[src/rtl/cw_pkg.sv]
package cw_pkg;
  typedef enum logic {
    FMT_PROG = 1'b0,
    FMT_INTL = 1'b1
  } frame_fmt_e;

  // Active level of a sync input after polarity selection.
  function automatic logic active_level(input logic raw, input logic pol_neg);
    return raw ^ pol_neg;
  endfunction
endpackage

[src/rtl/cw_sync_edge.sv]
module cw_sync_edge (
  input  logic clk,
  input  logic rst_n,
  input  logic sig_in,
  input  logic pol_neg,
  output logic edge_o
);
  logic lvl;
  logic lvl_q;

  assign lvl    = cw_pkg::active_level(sig_in, pol_neg);
  assign edge_o = lvl & ~lvl_q;

  always_ff @(posedge clk or negedge rst_n) begin
    if (!rst_n) lvl_q <= 1'b0;
    else        lvl_q <= lvl;
  end
endmodule

[src/rtl/cw_geometry.sv]
module cw_geometry #(
  parameter int PIX_W  = 12,
  parameter int LINE_W = 11
) (
  input  logic              interlaced,
  input  logic              two_per_cell,
  input  logic [PIX_W-1:0]  win_left,
  input  logic [PIX_W-1:0]  win_width,
  input  logic [LINE_W-1:0] win_top,
  input  logic [LINE_W-1:0] win_height,
  output logic [PIX_W-1:0]  h_first,
  output logic [PIX_W-1:0]  h_last,
  output logic [LINE_W-1:0] v_first,
  output logic [LINE_W-1:0] v_last,
  output logic [LINE_W-1:0] v_mid,
  output logic              mid_en
);
  import cw_pkg::*;
  localparam logic [PIX_W-1:0]  PIX_ONE  = PIX_W'(1);
  localparam logic [LINE_W-1:0] LINE_ONE = LINE_W'(1);

  frame_fmt_e        fmt;
  logic [PIX_W-1:0]  h_span;
  logic [LINE_W-1:0] v_rows;

  always_comb begin
    fmt = interlaced ? FMT_INTL : FMT_PROG;
    if (two_per_cell) begin
      h_first = {win_left[PIX_W-2:0], 1'b0};
      h_span  = {win_width[PIX_W-2:0], 1'b0};
    end else begin
      h_first = win_left;
      h_span  = win_width;
    end
    h_last = h_first + h_span - PIX_ONE;
    if (fmt == FMT_INTL) begin
      v_first = (win_top >> 1) + LINE_ONE;
      v_rows  = win_height >> 1;
      mid_en  = 1'b0;
    end else begin
      v_first = win_top + LINE_ONE;
      v_rows  = win_height;
      mid_en  = 1'b1;
    end
    v_last = v_first + v_rows - LINE_ONE;
    v_mid  = v_first + (win_height >> 1);
  end
endmodule

[src/rtl/cw_position.sv]
module cw_position #(
  parameter int PIX_W  = 12,
  parameter int LINE_W = 11
) (
  input  logic              clk,
  input  logic              rst_n,
  input  logic              vs_edge,
  input  logic              hs_edge,
  output logic [PIX_W-1:0]  pix_cnt,
  output logic [LINE_W-1:0] line_cnt,
  output logic [LINE_W-1:0] line_inc
);
  localparam logic [PIX_W-1:0]  PIX_MAX  = '1;
  localparam logic [LINE_W-1:0] LINE_MAX = '1;

  logic [PIX_W-1:0]  pix_d;
  logic [LINE_W-1:0] line_d;

  always_comb begin
    line_inc = (line_cnt == LINE_MAX) ? line_cnt : line_cnt + 1'b1;
    if (hs_edge)                pix_d = '0;
    else if (pix_cnt == PIX_MAX) pix_d = pix_cnt;
    else                        pix_d = pix_cnt + 1'b1;
    if (vs_edge)      line_d = '0;
    else if (hs_edge) line_d = line_inc;
    else              line_d = line_cnt;
  end

  always_ff @(posedge clk or negedge rst_n) begin
    if (!rst_n) begin
      pix_cnt  <= '0;
      line_cnt <= '0;
    end else begin
      pix_cnt  <= pix_d;
      line_cnt <= line_d;
    end
  end
endmodule

[src/rtl/capture_window.sv]
module capture_window #(
  parameter int PIX_W  = 12,
  parameter int LINE_W = 11
) (
  input  logic              clk,
  input  logic              rst_n,
  input  logic              vsync_in,
  input  logic              hsync_in,
  input  logic              fid_in,
  input  logic              vs_pol_neg,
  input  logic              hs_pol_neg,
  input  logic              fid_pol_neg,
  input  logic              interlaced,
  input  logic              two_per_cell,
  input  logic [PIX_W-1:0]  win_left,
  input  logic [PIX_W-1:0]  win_width,
  input  logic [LINE_W-1:0] win_top,
  input  logic [LINE_W-1:0] win_height,
  output logic              data_valid,
  output logic              vint0,
  output logic              vint1,
  output logic              field_id
);
  localparam int NSYNC = 2;

  logic [NSYNC-1:0] sync_raw, sync_pol, sync_edge;
  logic             vs_edge, hs_edge;

  assign sync_raw = {hsync_in, vsync_in};
  assign sync_pol = {hs_pol_neg, vs_pol_neg};

  for (genvar g = 0; g < NSYNC; g++) begin : g_sync
    cw_sync_edge u_edge (
      .clk    (clk),
      .rst_n  (rst_n),
      .sig_in (sync_raw[g]),
      .pol_neg(sync_pol[g]),
      .edge_o (sync_edge[g])
    );
  end

  assign vs_edge = sync_edge[0];
  assign hs_edge = sync_edge[1];

  logic [PIX_W-1:0]  h_first, h_last;
  logic [LINE_W-1:0] v_first, v_last, v_mid;
  logic              mid_en;

  cw_geometry #(.PIX_W(PIX_W), .LINE_W(LINE_W)) u_geom (
    .interlaced  (interlaced),
    .two_per_cell(two_per_cell),
    .win_left    (win_left),
    .win_width   (win_width),
    .win_top     (win_top),
    .win_height  (win_height),
    .h_first     (h_first),
    .h_last      (h_last),
    .v_first     (v_first),
    .v_last      (v_last),
    .v_mid       (v_mid),
    .mid_en      (mid_en)
  );

  logic [PIX_W-1:0]  pix_cnt;
  logic [LINE_W-1:0] line_cnt, line_inc;

  cw_position #(.PIX_W(PIX_W), .LINE_W(LINE_W)) u_pos (
    .clk     (clk),
    .rst_n   (rst_n),
    .vs_edge (vs_edge),
    .hs_edge (hs_edge),
    .pix_cnt (pix_cnt),
    .line_cnt(line_cnt),
    .line_inc(line_inc)
  );

  logic line_step, vint0_d, vint1_d, field_d;

  always_comb begin
    line_step = hs_edge & ~vs_edge;
    vint0_d   = line_step & (line_inc == v_first);
    vint1_d   = line_step & mid_en & (line_inc == v_mid);
    field_d   = vs_edge ? cw_pkg::active_level(fid_in, fid_pol_neg) : field_id;
  end

  always_ff @(posedge clk or negedge rst_n) begin
    if (!rst_n) begin
      vint0    <= 1'b0;
      vint1    <= 1'b0;
      field_id <= 1'b0;
    end else begin
      vint0    <= vint0_d;
      vint1    <= vint1_d;
      field_id <= field_d;
    end
  end

  assign data_valid = (line_cnt >= v_first) && (line_cnt <= v_last) &&
                      (pix_cnt >= h_first) && (pix_cnt <= h_last);
endmodule

[config.mk]
export PLATFORM = sky130hd
export DESIGN_NAME = capture_window
export DESIGN_NICKNAME = d
export VERILOG_FILES = /design/src/rtl/cw_pkg.sv /design/src/rtl/cw_sync_edge.sv /design/src/rtl/cw_geometry.sv /design/src/rtl/cw_position.sv /design/src/rtl/capture_window.sv
export SDC_FILE = /design/constraint.sdc
export NUM_CORES = 1
export LEC_CHECK = 0
export ABC_AREA = 0
export CAP_MARGIN = 5
export CORE_UTILIZATION = 40
export DETAILED_ROUTE_END_ITERATION = 7
export HOLD_SLACK_MARGIN = 0.06
export SETUP_SLACK_MARGIN = 0.2
export SYNTH_ARGS = -nofsm -noshare
export SYNTH_HDL_FRONTEND = slang
export SYNTH_SLANG_ARGS = --single-unit
export TNS_END_PERCENT = 5
[constraint.sdc]
create_clock -name clk -period 7.7 [get_ports clk]
set_clock_uncertainty 0.1 [all_clocks]
set_input_delay 1.155 -clock clk [delete_from_list [all_inputs] [get_ports clk]]
set_output_delay 1.155 -clock clk [all_outputs]
set_load 0.02 [all_outputs]
==> Yosys cells after proc, flatten, opt, wreduce, memory -nomap -nowiden <==
Index checks and enable logic that the tools add are counted.
{ "word_totals": {"output_inout_bits": 4, "wordCells": 52, "reg_bits": 28, "in_bits": 56} }
{ "classes": {"mux": 11, "n_bitwise": 12, "n_eq_ne": 5, "reduce_logical": 4, "order_cmp": 4, "add_sub_neg": 9} }
{ "op_table": {"columns": ["op", "n"], "rows": [
  ["$mux W11", 5],
  ["$mux W12", 4],
  ["$add A11 B1 Y11 const B", 2],
  ["$eq A11 B11 Y1", 2],
  ["$add A12 B1 Y12 const B", 1],
  ["$add A12 B12 Y12", 1],
  ["$eq A12 B12 Y1 const B", 1],
  ["$ge A12 B12 Y1", 1],
  ["$le A12 B12 Y1", 1],
  ["$sub A12 B1 Y12 const B", 1],
  ["$add A10 B1 Y11 const B", 1],
  ["$add A11 B10 Y11", 1],
  ["$add A11 B11 Y11", 1],
  ["$eq A11 B11 Y1 const B", 1],
  ["$ge A11 B11 Y1", 1],
  ["$le A11 B11 Y1", 1],
  ["$sub A11 B1 Y11 const B", 1],
  ["$and A1 B1 Y1", 6],
  ["$logic_and A1 B1 Y1", 3],
  ["$not A1 Y1", 3],
  ["$xor A1 B1 Y1", 3],
  ["$mux W1", 2],
  ["$ne A2 B2 Y1 const B", 1],
  ["$reduce_bool A2 Y1", 1]
]} }

==> Longest topological paths before layout <==
{ "logic_depth": {"depth_word": 8, "mapped_depth": 25, "mapped_depth_nobuf": 23} }

==> Hierarchy <==
A second synthesis with hierarchy kept.
{ "unflattened": {"hier_cells": 651, "area_unflattened_um2": 5311.3} }
{ "modules_own_cells": {"columns": ["module", "area_per_inst_um2", "seq_area_each_um2", "cells_per_inst", "n_inst"], "rows": [
  ["cw_geometry", 2314.7, 0.0, 296, 1],
  ["capture_window", 1470.2, 75.1, 193, 1],
  ["cw_position", 1441.4, 575.6, 156, 1],
  ["cw_sync_edge", 42.5, 25.0, 3, 2]
]} }

==> Least setup slack after synthesis <==
OpenSTA, ideal clock, no wires.
{ "synth_path": {"path_type": "input-to-output", "start": "input port interlaced", "end": "output port data_valid", "path_stages": 25, "slack_ns": 0.003, "arrival_ns": 6.442, "path_cell_list": "buf_2 -> buf_1 -> clkbuf_1 -> buf_1 -> mux2_2 -> ha_1 -> inv_1 -> ha_1 -> inv_1 -> ha_1 -> fa_1 -> a21oi_1 -> nor2_1 -> nor2_1 -> o21bai_1 -> a21oi_1 -> o21bai_1 -> a21oi_1 -> xor2_1 -> ha_1 -> and3_1 -> a2111o_1 -> a31oi_1 -> o22ai_1 -> nor4b_4"} }
{ "synth_between": {"elab_chain_len": 8} }
{ "synth_rtl": {"columns": ["element", "line_no", "source"], "rows": [
  ["start, declared", "capture_window.sv:13", "input logic interlaced,"],
  ["$mux W1 (*)", "cw_geometry.sv:27", "fmt = interlaced ? FMT_INTL : FMT_PROG;"],
  ["$mux W11", "cw_geometry.sv:36", "if (fmt == FMT_INTL) begin"],
  ["$add A11 B11 Y11", "cw_geometry.sv:45", "v_last = v_first + v_rows - LINE_ONE;"],
  ["$sub A11 B1 Y11", "cw_geometry.sv:45", null],
  ["$le A11 B11 Y1", "capture_window.sv:98", "assign data_valid = (line_cnt >= v_first) && (line_cnt <= v_last) &&"],
  ["$logic_and A1 B1 Y1 (*) (2 in series)", "capture_window.sv:98", null],
  ["$logic_and A1 B1 Y1 (*)", "capture_window.sv:99", "(pix_cnt >= h_first) && (pix_cnt <= h_last);"],
  ["end, declared", "capture_window.sv:19", "output logic data_valid,"]
]} }
Mark *: on every way between the ends. The rest lies on a longest branch, timed or not.

==> Final worst setup path <==
{ "layout_path": {"start": "input port two_per_cell", "end": "output port data_valid"} }
{ "layout_between": {"elab_chain_len": 5} }
{ "layout_rtl": {"columns": ["element", "line_no", "source"], "rows": [
  ["start, declared", "capture_window.sv:14", "input logic two_per_cell,"],
  ["$mux W12", "cw_geometry.sv:28", "if (two_per_cell) begin"],
  ["$add A12 B12 Y12", "cw_geometry.sv:35", "h_last = h_first + h_span - PIX_ONE;"],
  ["$sub A12 B1 Y12", "cw_geometry.sv:35", null],
  ["$le A12 B12 Y1", "capture_window.sv:99", null],
  ["$logic_and A1 B1 Y1 (*)", "capture_window.sv:99", null]
]} }
Marks and branches as above.

==> results.sh <==
export IMPL_cp_max_fo=6
export IMPL_wl_mm=11.8
export IMPL_synth_nets=754
export IMPL_ant_nets=0
export IMPL_cts_sinks=28
export IMPL_synth_ff_type="dfrtp_1"
export IMPL_synth_area_top_cells="ha_1 (22%), dfrtp_1 (14%), xnor2_1 (8.1%)"
export IMPL_initialDrtViolationCount=280
export IMPL_internal_power_w=0.000518
export IMPL_drv_cap=0
export IMPL_grt_setup_unrepaired="no"
export IMPL_worstReg2RegStart="u_pos.line_cnt[7]$_DFFE_PN0P_"
export IMPL_endpoint_kind="output pin"
export IMPL_grt_pass1_vias=4327
export IMPL_startpoint="two_per_cell"
export IMPL_dp_cells=819
export IMPL_root_buffer="clkbuf_16"
export IMPL_worstHoldStart="field_id$_DFFE_PN0P_"
export IMPL_start_util_pct=41.2
export IMPL_synth_common_cells="ha_1 (87), inv_1 (60), xnor2_1 (46)"
export IMPL_switchingPower_w=0.000382
export IMPL_period_share_pct=93.1
export IMPL_seq_area_frac_synth_pct=14.2
export IMPL_grt_busiest_layer="met2"
export IMPL_cts_setup_buffers=0
export IMPL_gr_total_overflow=0
export IMPL_clock_latency_ns=0.27
export IMPL_cts_max_level=1
export IMPL_run_status="complete, no violations"
export IMPL_cp_start_kind="input port"
export IMPL_io_pins=60
export IMPL_dpl_hpwl_mm=9.94
export IMPL_synth_warnings=0
export IMPL_drive_gt1_share_pct=6.66
export IMPL_synth_top_area_cell="ha_1"
export IMPL_clk_path_buf_depth=2
export IMPL_final_fill_count=1152
export IMPL_diodes=0
export IMPL_core_rowCount=40
export IMPL_gp_congestion=0.850
export IMPL_area_delta_synth_final_pct=19.6
export IMPL_fin_setup_tns_ns=0
export IMPL_post_drt_wl_per_cell_um=14.3
export IMPL_power_share_clock_pct=14.8
export IMPL_postSynthAreaPerCell_um2=8.13
export IMPL_die_w_um=113
export IMPL_hold_viol_final=0
export IMPL_fmax_ghz=0.140
export IMPL_grt_util_all_layers_pct=19.1
export IMPL_syn_inst=608
export IMPL_hp_class="register to register"
export IMPL_timing_final_ws_setup_ns=0.533
export IMPL_numPortBuffers=59
export IMPL_numCtsBuffers=3
export IMPL_final_max_slew_viol_count=0
export IMPL_async_flop_share_pct=100
export IMPL_synth_cell_type_count=54
export IMPL_place_ws_ns=-0.0857
export IMPL_yosysMostFrequentCell="ha_1"
export IMPL_leakagePower_nw=2.79
export IMPL_die_area_mm2=0.0128
export IMPL_worstMarginPinSlew_ns=1.12
export IMPL_met1_usage_pct=27.4
export IMPL_clk_pin_slew_worst_paths_ns=0.07
export IMPL_swShare_pct=42.4
export IMPL_grt_first_pass_wirelength_mm=20.3
export IMPL_worstPathRequired_ns=6.44
export IMPL_holdWs_ns=0.451
export IMPL_arrival_ns=5.91
export IMPL_num_nets_final=823
export IMPL_met2_usage_pct=31.3
export IMPL_fin_cells=823
export IMPL_p_per_area_mw_per_mm2=152
export IMPL_ys_ff_latch=28
export IMPL_cts_tree="built"
export IMPL_fin_crit_ns=7.17
export IMPL_maxSlewHeadroom_pct=25.0
export IMPL_coreArea_mm2=0.0120
export IMPL_grt_max_degree=39
export IMPL_vias=4440
export IMPL_synth_edff_count=0
export IMPL_grt_use_met3_pct=1.39
export IMPL_drt_pass1_iterations=5
export IMPL_crit_type="input port to output pin"
export IMPL_irDropWorstVdd_uv=71.2
export IMPL_dieHeight_um=113
export IMPL_p_seq_share_pct=20.9
export IMPL_multiInputGateArea_mm2=0.00398
export IMPL_syn_area_mm2=0.00495
export IMPL_share_comb_of_total_power_pct=64.2
export IMPL_setup_violations=0
export IMPL_drc=0
export IMPL_yosys_area_top_type_share_pct=22.0
export IMPL_antenna_found_initial=0
export IMPL_routed_via_density=5.39
export IMPL_register_area_um2=701
-- repair_timing --
item,4_1_cts,5_1_grt
pin swaps,0,2
setup endpoints to repair,1,1
hold buffers,0,0
endpoints found under the hold margin,0,0
gates resized for setup,2,14
-- critical path: stages --
cell and delay (ns):
clkdlybuf4s50_1 0.60, mux2i_1 0.28, ha_1 0.17, inv_1 0.04, ha_1 0.21, fa_1 0.41, a21o_1 0.18, a21oi_1 0.23
o21bai_1 0.09, a21oi_1 0.23, o21bai_1 0.11, a21oi_2 0.21, nor2_1 0.07, a211oi_1 0.24, ha_1 0.30, nand4_1 0.15
nor2_1 0.07, a2111oi_1 0.45, buf_4 0.19, o22ai_1 0.10, nor4b_4 0.24, buf_4 0.18
-- registers in the layout (all words and copies together) (netlist names) --
| signal | count |
|---|---|
| g_sync.u_edge.lvl_q | 2 |
| vint0 | 1 |
| u_pos.pix_cnt | 12 |
| u_pos.line_cnt | 11 |
| field_id | 1 |
| vint1 | 1 |
-- power groups by stage --
| stage | clock (W) | sequential, W | combinational [W] |
|---|---|---|---|
| 2_1_floorplan | 0 | 0.000185 | 0.000414 |
| 3_3_place_gp | 0 | 0.000190 | 0.000559 |
| 3_5_place_dp | 0 | 0.000192 | 0.000571 |
| 4_1_cts | 0.000136 | 0.000189 | 0.000577 |
| 5_1_grt | 0.000143 | 0.000192 | 0.000660 |
| 6_report | 0.000134 | 0.000188 | 0.000578 |
-- final timing paths --
check,end,slack (ns),cells after the start
hold / removal,field_id$_DFFE_PN0P_,0.45,2
setup reg to reg,vint0$_DFF_PN0_,4.28,8
setup / recovery,data_valid,0.53,22
max in group asynchronous,u_pos.line_cnt[8]$_DFFE_PN0P_,6.06,2
min in group asynchronous,u_pos.line_cnt[0]$_DFFE_PN0P_,1.16,2
hold reg to reg,field_id$_DFFE_PN0P_,0.45,2
-- per-layer routing --
metal,part of all wire [%],vias to the layer above
met1,53,2050
met4,0.97,0
li1,-,2307
met3,2.4,11
met5,0,-
met2,44,72
-- kinds of logic after synthesis --
| group | Yosys count | synth area share, % |
|---|---|---|
| flip-flops | 28 | 14.2 |
| AO/OA/AOI/OAI | 128 | 16.5 |
| buffers and inverters | 75 | 5.94 |
| XOR/XNOR | 73 | 13.1 |
| AND/OR/NAND/NOR | 169 | 17.8 |
| multiplexers | 41 | 8.37 |
| adder cells (fa/ha/maj) | 94 | 24.1 |
-- cell usage in the layout (no fill, tap or decap), types with 8 or more instances in the layout --
master / Yosys / layout
nand3_1: 12 / 12
xor2_1: 26 / 26
dfrtp_1: 28 / 28
a21o_1: 14 / 14
nand4_1: 9 / 9
nor2b_1: 9 / 8
o21ai_0: 24 / 24
xnor2_1: 46 / 46
inv_1: 60 / 60
a21oi_1: 42 / 38
clkdlybuf4s50_1: 0 / 57
nand2b_1: 15 / 15
mux2i_1: 38 / 38
nor2_1: 42 / 41
buf_4: 0 / 19
nor3_1: 18 / 18
ha_1: 87 / 86
nand2_1: 33 / 33
-- metrics by stage --
| stage | power [W] | utilization [%] | cell area [um^2] |
|---|---|---|---|
| floorplan | 0.000599 | - | 4950 |
| global placement | 0.000750 | 48.3 | 5800 |
| detailed placement | 0.000762 | 48.3 | 5800 |
| CTS | 0.000901 | 49.0 | 5890 |
| global route | 0.000995 | 49.3 | 5920 |
| finish | 0.000900 | 49.3 | 5920 |
-- area by class of cell --
type                    instances  share of cell area [%]
multi-input cells             505                    67.2
repair buffers                 78                    12.5
flip-flops and latches         28                    11.8
inverters                      61                    3.87
well taps                     147                    3.11
clock buffers                   4                    1.50
(Power assumes the default switching activity.)
